<file path="src/rtl/calc_pkg.sv">
package calc_pkg;
  typedef enum logic [2:0] {
    S_IDLE, S_LOAD_A, S_LOAD_OP, S_LOAD_B, S_EXEC, S_SIGN_TEST, S_FIXUP, S_DONE
  } seqState_t;

  typedef struct packed {
    logic loadA;
    logic loadOp;
    logic loadB;
    logic exec;
    logic fix;
  } ctrlStb_t;
endpackage

</file>
<file path="src/rtl/calc_adder.sv">
module calc_adder #(
  parameter int W = 8
) (
  input  logic [W-1:0] x,
  input  logic [W-1:0] y,
  input  logic         cin,
  output logic [W-1:0] sum
);
  logic [W-1:0] carry;
  assign carry[0] = cin;

  for (genvar i = 0; i < W; i++) begin : g_bit
    assign sum[i] = x[i] ^ y[i] ^ carry[i];
    if (i < W - 1) begin : g_carry
      assign carry[i+1] = (x[i] & y[i]) | (carry[i] & (x[i] ^ y[i]));
    end
  end
endmodule

</file>
<file path="src/rtl/calc_control.sv">
module calc_control
  import calc_pkg::*;
(
  input  logic     clk,
  input  logic     rstN,
  input  logic     entryValid,
  input  logic     opValid,
  input  logic     eqStrobe,
  input  logic     resMsb,
  output ctrlStb_t stb,
  output logic     busy,
  output logic     donePulse
);
  seqState_t state, stateNext;

  always_comb begin
    stateNext = state;
    case (state)
      S_IDLE:      if (entryValid) stateNext = S_LOAD_A;
      S_LOAD_A:    if (opValid)    stateNext = S_LOAD_OP;
      S_LOAD_OP:   if (entryValid) stateNext = S_LOAD_B;
      S_LOAD_B:    if (eqStrobe)   stateNext = S_EXEC;
      S_EXEC:      stateNext = S_SIGN_TEST;
      S_SIGN_TEST: stateNext = resMsb ? S_FIXUP : S_DONE;
      S_FIXUP:     stateNext = S_DONE;
      default:     stateNext = S_IDLE;
    endcase
  end

  always_ff @(posedge clk or negedge rstN) begin
    if (!rstN) state <= S_IDLE;
    else       state <= stateNext;
  end

  always_comb begin
    stb.loadA  = (state == S_IDLE)    && entryValid;
    stb.loadOp = (state == S_LOAD_A)  && opValid;
    stb.loadB  = (state == S_LOAD_OP) && entryValid;
    stb.exec   = (state == S_EXEC);
    stb.fix    = (state == S_FIXUP);
  end

  always_comb begin
    case (state)
      S_EXEC, S_SIGN_TEST, S_FIXUP, S_DONE: busy = 1'b1;
      default:                              busy = 1'b0;
    endcase
  end

  assign donePulse = (state == S_DONE);

  // completion is a single-cycle pulse
  a_r7_done_single: assert property (@(posedge clk) disable iff (!rstN)
    donePulse |=> !donePulse);

  // busy only drops right after the completion cycle
  a_r7_busy_ends_on_done: assert property (@(posedge clk) disable iff (!rstN)
    $fell(busy) |-> $past(donePulse));

  // equals while waiting for it starts execution
  a_r2_eq_starts_exec: assert property (@(posedge clk) disable iff (!rstN)
    (state == S_LOAD_B && eqStrobe) |=> busy);

  // no operand load strobe while busy
  a_r8_no_load_when_busy: assert property (@(posedge clk) disable iff (!rstN)
    busy |-> !(stb.loadA || stb.loadB || stb.loadOp));
endmodule

</file>
<file path="src/rtl/calc_datapath.sv">
module calc_datapath
  import calc_pkg::*;
#(
  parameter int W = 8
) (
  input  logic         clk,
  input  logic         rstN,
  input  ctrlStb_t     stb,
  input  logic [W-2:0] entryMag,
  input  logic         entryNeg,
  input  logic         opSub,
  output logic         resMsb,
  output logic [W-1:0] resultMag,
  output logic         resultNeg,
  output logic         ovfFlag
);
  localparam int MSB = W - 1;

  logic [W-1:0] regA, regB, resultReg;
  logic         subReg;
  logic [W-1:0] entryWord, entryTrue, entryInv;
  logic [W-1:0] addX, addY, addSum;
  logic         addCin;

  // operand entry: true and ones'-complement views of the magnitude
  assign entryTrue = {1'b0, entryMag};
  assign entryInv  = ~entryTrue;
  assign entryWord = entryNeg ? (entryInv + {{(W-1){1'b0}}, 1'b1}) : entryTrue;

  always_ff @(posedge clk or negedge rstN) begin
    if (!rstN) begin
      regA   <= '0;
      regB   <= '0;
      subReg <= 1'b0;
    end else begin
      if (stb.loadA)  regA   <= entryWord;
      if (stb.loadB)  regB   <= entryWord;
      if (stb.loadOp) subReg <= opSub;
    end
  end

  // one shared adder: execute pass or fix-up (negate) pass
  always_comb begin
    if (stb.fix) begin
      addX   = '0;
      addY   = ~resultReg;
      addCin = 1'b1;
    end else begin
      addX   = regA;
      addY   = subReg ? ~regB : regB;
      addCin = subReg;
    end
  end

  calc_adder #(.W(W)) u_adder (
    .x   (addX),
    .y   (addY),
    .cin (addCin),
    .sum (addSum)
  );

  always_ff @(posedge clk or negedge rstN) begin
    if (!rstN) begin
      resultReg <= '0;
      resultNeg <= 1'b0;
      ovfFlag   <= 1'b0;
    end else if (stb.exec) begin
      resultReg <= addSum;
      resultNeg <= 1'b0;
      ovfFlag   <= (addX[MSB] == addY[MSB]) && (addSum[MSB] != addX[MSB]);
    end else if (stb.fix) begin
      resultReg <= addSum;
      resultNeg <= 1'b1;
    end
  end

  assign resMsb    = resultReg[MSB];
  assign resultMag = resultReg;

  // positive entry lands with a clear sign bit
  a_r1_pos_entry_sign: assert property (@(posedge clk) disable iff (!rstN)
    (stb.loadA && !entryNeg) |=> !regA[MSB]);

  // fix-up pass raises the minus flag
  a_r5_fix_sets_neg: assert property (@(posedge clk) disable iff (!rstN)
    stb.fix |=> resultNeg);

  // overflow status held between executions
  a_r6_ovf_held: assert property (@(posedge clk) disable iff (!rstN)
    !stb.exec |=> $stable(ovfFlag));

  // result only moves on an execute or fix-up pass
  a_r3_result_held: assert property (@(posedge clk) disable iff (!rstN)
    !(stb.exec || stb.fix) |=> $stable(resultReg));
endmodule

</file>
<file path="src/rtl/addsub_calc_seq.sv">
module addsub_calc_seq
  import calc_pkg::*;
#(
  parameter int W = 8
) (
  input  logic         clk,
  input  logic         rstN,
  input  logic         entryValid,
  input  logic         entryNeg,
  input  logic [W-2:0] entryMag,
  input  logic         opValid,
  input  logic         opSub,
  input  logic         eqStrobe,
  output logic [W-1:0] resultMag,
  output logic         resultNeg,
  output logic         ovfFlag,
  output logic         busy,
  output logic         donePulse
);
  ctrlStb_t stb;
  logic     resMsb;

  calc_control u_ctrl (
    .clk        (clk),
    .rstN       (rstN),
    .entryValid (entryValid),
    .opValid    (opValid),
    .eqStrobe   (eqStrobe),
    .resMsb     (resMsb),
    .stb        (stb),
    .busy       (busy),
    .donePulse  (donePulse)
  );

  calc_datapath #(.W(W)) u_dp (
    .clk       (clk),
    .rstN      (rstN),
    .stb       (stb),
    .entryMag  (entryMag),
    .entryNeg  (entryNeg),
    .opSub     (opSub),
    .resMsb    (resMsb),
    .resultMag (resultMag),
    .resultNeg (resultNeg),
    .ovfFlag   (ovfFlag)
  );
endmodule

</file>
<file path="config.mk">
export PLATFORM = sky130hd
export DESIGN_NAME = addsub_calc_seq
export DESIGN_NICKNAME = d
export VERILOG_FILES = /design/src/rtl/calc_pkg.sv /design/src/rtl/calc_adder.sv /design/src/rtl/calc_control.sv /design/src/rtl/calc_datapath.sv /design/src/rtl/addsub_calc_seq.sv
export SDC_FILE = /design/constraint.sdc
export NUM_CORES = 1
export LEC_CHECK = 0
export ABC_AREA = 1
export BUFFER_PORTS_ARGS = -buffer_cell sky130_fd_sc_hd__buf_2
export CAP_MARGIN = 0
export CORE_MARGIN = 3
export CORE_UTILIZATION = 50
export CTS_CLUSTER_SIZE = 40
export DETAILED_ROUTE_END_ITERATION = 6
export GPL_ROUTABILITY_DRIVEN = 0
export GPL_TIMING_DRIVEN = 0
export HOLD_SLACK_MARGIN = 0.15
export PLACE_DENSITY = 0.82
export RECOVER_POWER = 100
export SLEW_MARGIN = 20
export SYNTH_ARGS = -nofsm -noshare
export SYNTH_HDL_FRONTEND = slang
export SYNTH_SLANG_ARGS = --single-unit
</file>
<file path="constraint.sdc">
create_clock -name clk -period 12.7 [get_ports clk]
set_clock_uncertainty 0.1 [all_clocks]
set_input_delay 2.54 -clock clk [delete_from_list [all_inputs] [get_ports clk]]
set_output_delay 2.54 -clock clk [all_outputs]
set_load 0.005 [all_outputs]
</file>
==> qor.yml <==
routing:
  drc: 0
  via_per_inst: 4.85
  routed_wl_um: 3210
  wl_per_cell_um: 10.9
  vias: 1431
  first_pass_iters: 5
  drtIter0Drc: 63
  ant_nets: 0
yosys:
  ys_warn_count: 0
  synthCells: 216
  ys_types: 29
  syn-num-nets: 238
  synth_area_per_cell_um2: 8.28
  ys_ff_latch: 30
  ys_seq_area_share_pct: 42.0
  syn_area_um2: 1790
timing:
  rsz0062_at_grt: "no"
  clock.fmax_ghz: 0.221
  hold_viol: 0
  setup_viol: 0
  tightestPinTransition_ns: 1.54
  finalCritPeriodShare_pct: 35.7
  period_minus_slack_ns: 4.53
  tns_ns: 0
  relSlewSlack_pct: -2.53
  finalMaxSlewViolations: 31
clocking:
  cts-root-buf: "clkbuf_4"
  cts_setup_buffers: 0
  htree_levels: 2
  hold_buffers: 0
  postCtsResizedCells: 0
  numCtsBuffers: 5
  clock_sink_count: 30
  clock_latency_ns: 0.34
  clkTransAtPathRegs_ns: 0.10
  cts_buffer_depth: 2
  cts_tree: "built"
critical_path:
  cpMostUsedCell: "fa_1"
  rrSetupSlack_ns: 8.17
  worstSetupPathDepth: 19
  worstPathRequired_ns: 12.84
  path_class: "reg -> reg"
  slowest_delay_ns: 0.46
  critPathSlowestCell: "fa_1"
  cp_num_buf_inv: 5
  r2r-start: "u_ctrl.state[1]"
  endpoint_kind: "flop"
  critPathMaxFanout: 10
  startpoint_type: "flop"
  path_cells: "clkbuf_1 -> nand3_1 -> clkbuf_1 -> nand2_1 -> fa_1 -> fa_1 -> fa_1 -> fa_1 -> fa_1 -> inv_1 -> fa_1 -> inv_1 -> fa_1 -> inv_1 -> nand2_1 -> nand2_1 -> nand2_1 -> nand3_1 -> nand2_1"
  reg2reg_depth: 19
  cp.arrival_ns: 4.68
  r2r_end: "u_dp.ovfFlag"
  cp_top_family: "adder cells"
power:
  p_total_mw: 0.523
  seq_power_share_pct: 33.2
  power_density_nw_per_um2: 263
  power_frac_clock_pct: 14.2
  p_comb_share_pct: 52.6
  netSwitchingFraction_pct: 43.3
  max-vdd-ir-drop_mv: 0.0906
  power_leakage_nw: 1.03
  switchingPower_mw: 0.226
  internal_power_mw: 0.296
die:
  die_h_um: 65.8
  initial_core_util_pct: 52.8
  fp.dieArea_um2: 4330
  rows: 21
  num_io_pins: 26
  core_um2: 3390
  die_w_um: 65.8
cells_and_area:
  stdcell_count: 295
  area_growth_pct: 11.3
  final_area_um2: 1990
  num_antenna_cells: 0
  drive_gt1_share_pct: 15.3
  n_fill_cell: 300
  final_util_pct: 58.7
  fin_nets: 270
place:
  post-place-cells: 287
  io_buffer_count: 25
  hpwl_um: 2470
  place_area_um2: 1970
hold_path:
  min_to: "u_dp.resultNeg"
  whs_path_depth: 2
  min_path_type: "reg -> reg"
  hp-start: "u_dp.resultNeg"
global_routing:
  grt_pass1_wl_um: 5620
  grt_use_total_pct: 17.5
  grt_pass1_vias: 1317
  met2_usage_pct: 28.0
  grt.busiest_layer: "met2"
  grt_max_degree: 31
  gr-total-overflow: 0
  grt_use_met3_pct: 4.59
  antenna_found_initial: 0
  grtUsageMet1_pct: 21.8
outcome:
  violations: "max-capacitance violations, max-slew violations"
  status: "complete, but fails checks"
job:
  cap_violations: 1
-- final cells by class --
class                           instances  area (µm²)  share of cell area, %
Buffer                                  9        46.3                   2.33
Clock buffer                            5        37.5                   1.89
Clock inverter                          3        40.0                   2.01
Inverter                               29         109                   5.47
Multi-Input combinational cell        148         830                   41.7
Sequential cell                        30         751                   37.7
Tap cell                               46        57.6                   2.89
Timing Repair Buffer                   25         120                   6.03
-- power by group through the flow --
stage | Combinational [mW] | Clock, mW | Sequential [mW]
after detailed placement | 0.288 | 0 | 0.176
after floorplan | 0.224 | 0 | 0.171
after global placement | 0.281 | 0 | 0.175
final | 0.275 | 0.0744 | 0.173
after CTS | 0.289 | 0.0763 | 0.175
after global routing | 0.334 | 0.0810 | 0.180
-- worst max-delay path by stage --
| stage | startpoint | end | slack [ns] |
|---|---|---|---|
| 4_1_cts | u_ctrl.state[1] | u_dp.ovfFlag | 8.33 |
| 3_5_place_dp | u_ctrl.state[1] | u_dp.ovfFlag | 8.34 |
| 6_report | u_ctrl.state[1] | u_dp.ovfFlag | 8.17 |
| 3_3_place_gp | u_ctrl.state[1] | u_dp.ovfFlag | 8.37 |
| 2_1_floorplan | u_ctrl.state[1] | u_dp.ovfFlag | 8.64 |
| 5_1_grt | u_ctrl.state[1] | u_dp.ovfFlag | 7.82 |
-- layout by cell type, fill, tap and decap left out, drive strengths merged --
master	instances
nand2	65
o21ai	31
dfrtp	30
inv	29
buf	22
clkbuf	17
xor2	11
nor2	9
nand3	8
fa	7
a21oi	6
nor3	3
nand4	2
xnor2	2
clkinv	2
and2	1
o221ai	1
nand3b	1
ha	1
bufinv	1
-- metrics by stage --
stage	hold slack (ns)	setup slack [ns]
after global placement	0.351	8.37
after global routing	0.412	7.82
after detailed placement	0.356	8.34
after CTS	0.377	8.33
after floorplan	0.342	8.64
final	0.375	8.17
-- worst min-delay path, stage by stage, from the launching register on --
cell     delay [ns]
dfrtp_1        0.35
nand2_1        0.05
nand2_1        0.04
-- cell families (layout without fill, tap and decap cells) --
logic type      count (synthesis)  count (layout)  share of synthesized area [%]
simple gates                   89              89                           21.9
compound gates                 38              38                           11.5
buf+inv                        38              71                           9.79
flops                          30              30                           42.0
xor+xnor                       13              13                           6.36
fa+ha+maj                       8               8                           8.53
-- metal layers --
metal / wire length, µm / up-vias
li1: - / 738
met1: 1500 / 658
met2: 1480 / 29
met3: 149 / 6
met4: 70 / 0
met5: 0 / -
-- registers in the layout, indices dropped and copies added (netlist names) --
register        cells
u_ctrl.state        3
u_dp.ovfFlag        1
u_dp.regA           8
u_dp.regB           8
u_dp.resultMag      8
u_dp.resultNeg      1
u_dp.subReg         1
-- cells in the mapped netlist --
library cell / instances / area [µm²]
buf_4: 2 / 15.0
nor2_1: 7 / 26.3
o221ai_1: 1 / 8.76
inv_2: 6 / 22.5
clkbuf_1: 2 / 7.51
nor3_1: 2 / 10.0
a21oi_1: 5 / 25.0
nand3_4: 1 / 17.5
nor2_4: 1 / 11.3
and2_1: 1 / 6.26
inv_1: 23 / 86.3
xnor2_1: 2 / 17.5
nand3b_1: 1 / 7.51
nor3_2: 1 / 10.0
o21ai_0: 22 / 110
xor2_1: 11 / 96.3
dfrtp_1: 30 / 751
nand3_2: 1 / 10.0
a21oi_2: 1 / 8.76
fa_1: 7 / 140
o21ai_2: 2 / 17.5
nand4_1: 2 / 12.5
buf_6: 3 / 33.8
ha_1: 1 / 12.5
o21ai_1: 7 / 35.0
nand3_1: 6 / 30.0
buf_2: 2 / 10.0
nand2_1: 65 / 244
nor2_2: 1 / 6.26
Power figures use the tool's default switching activity.
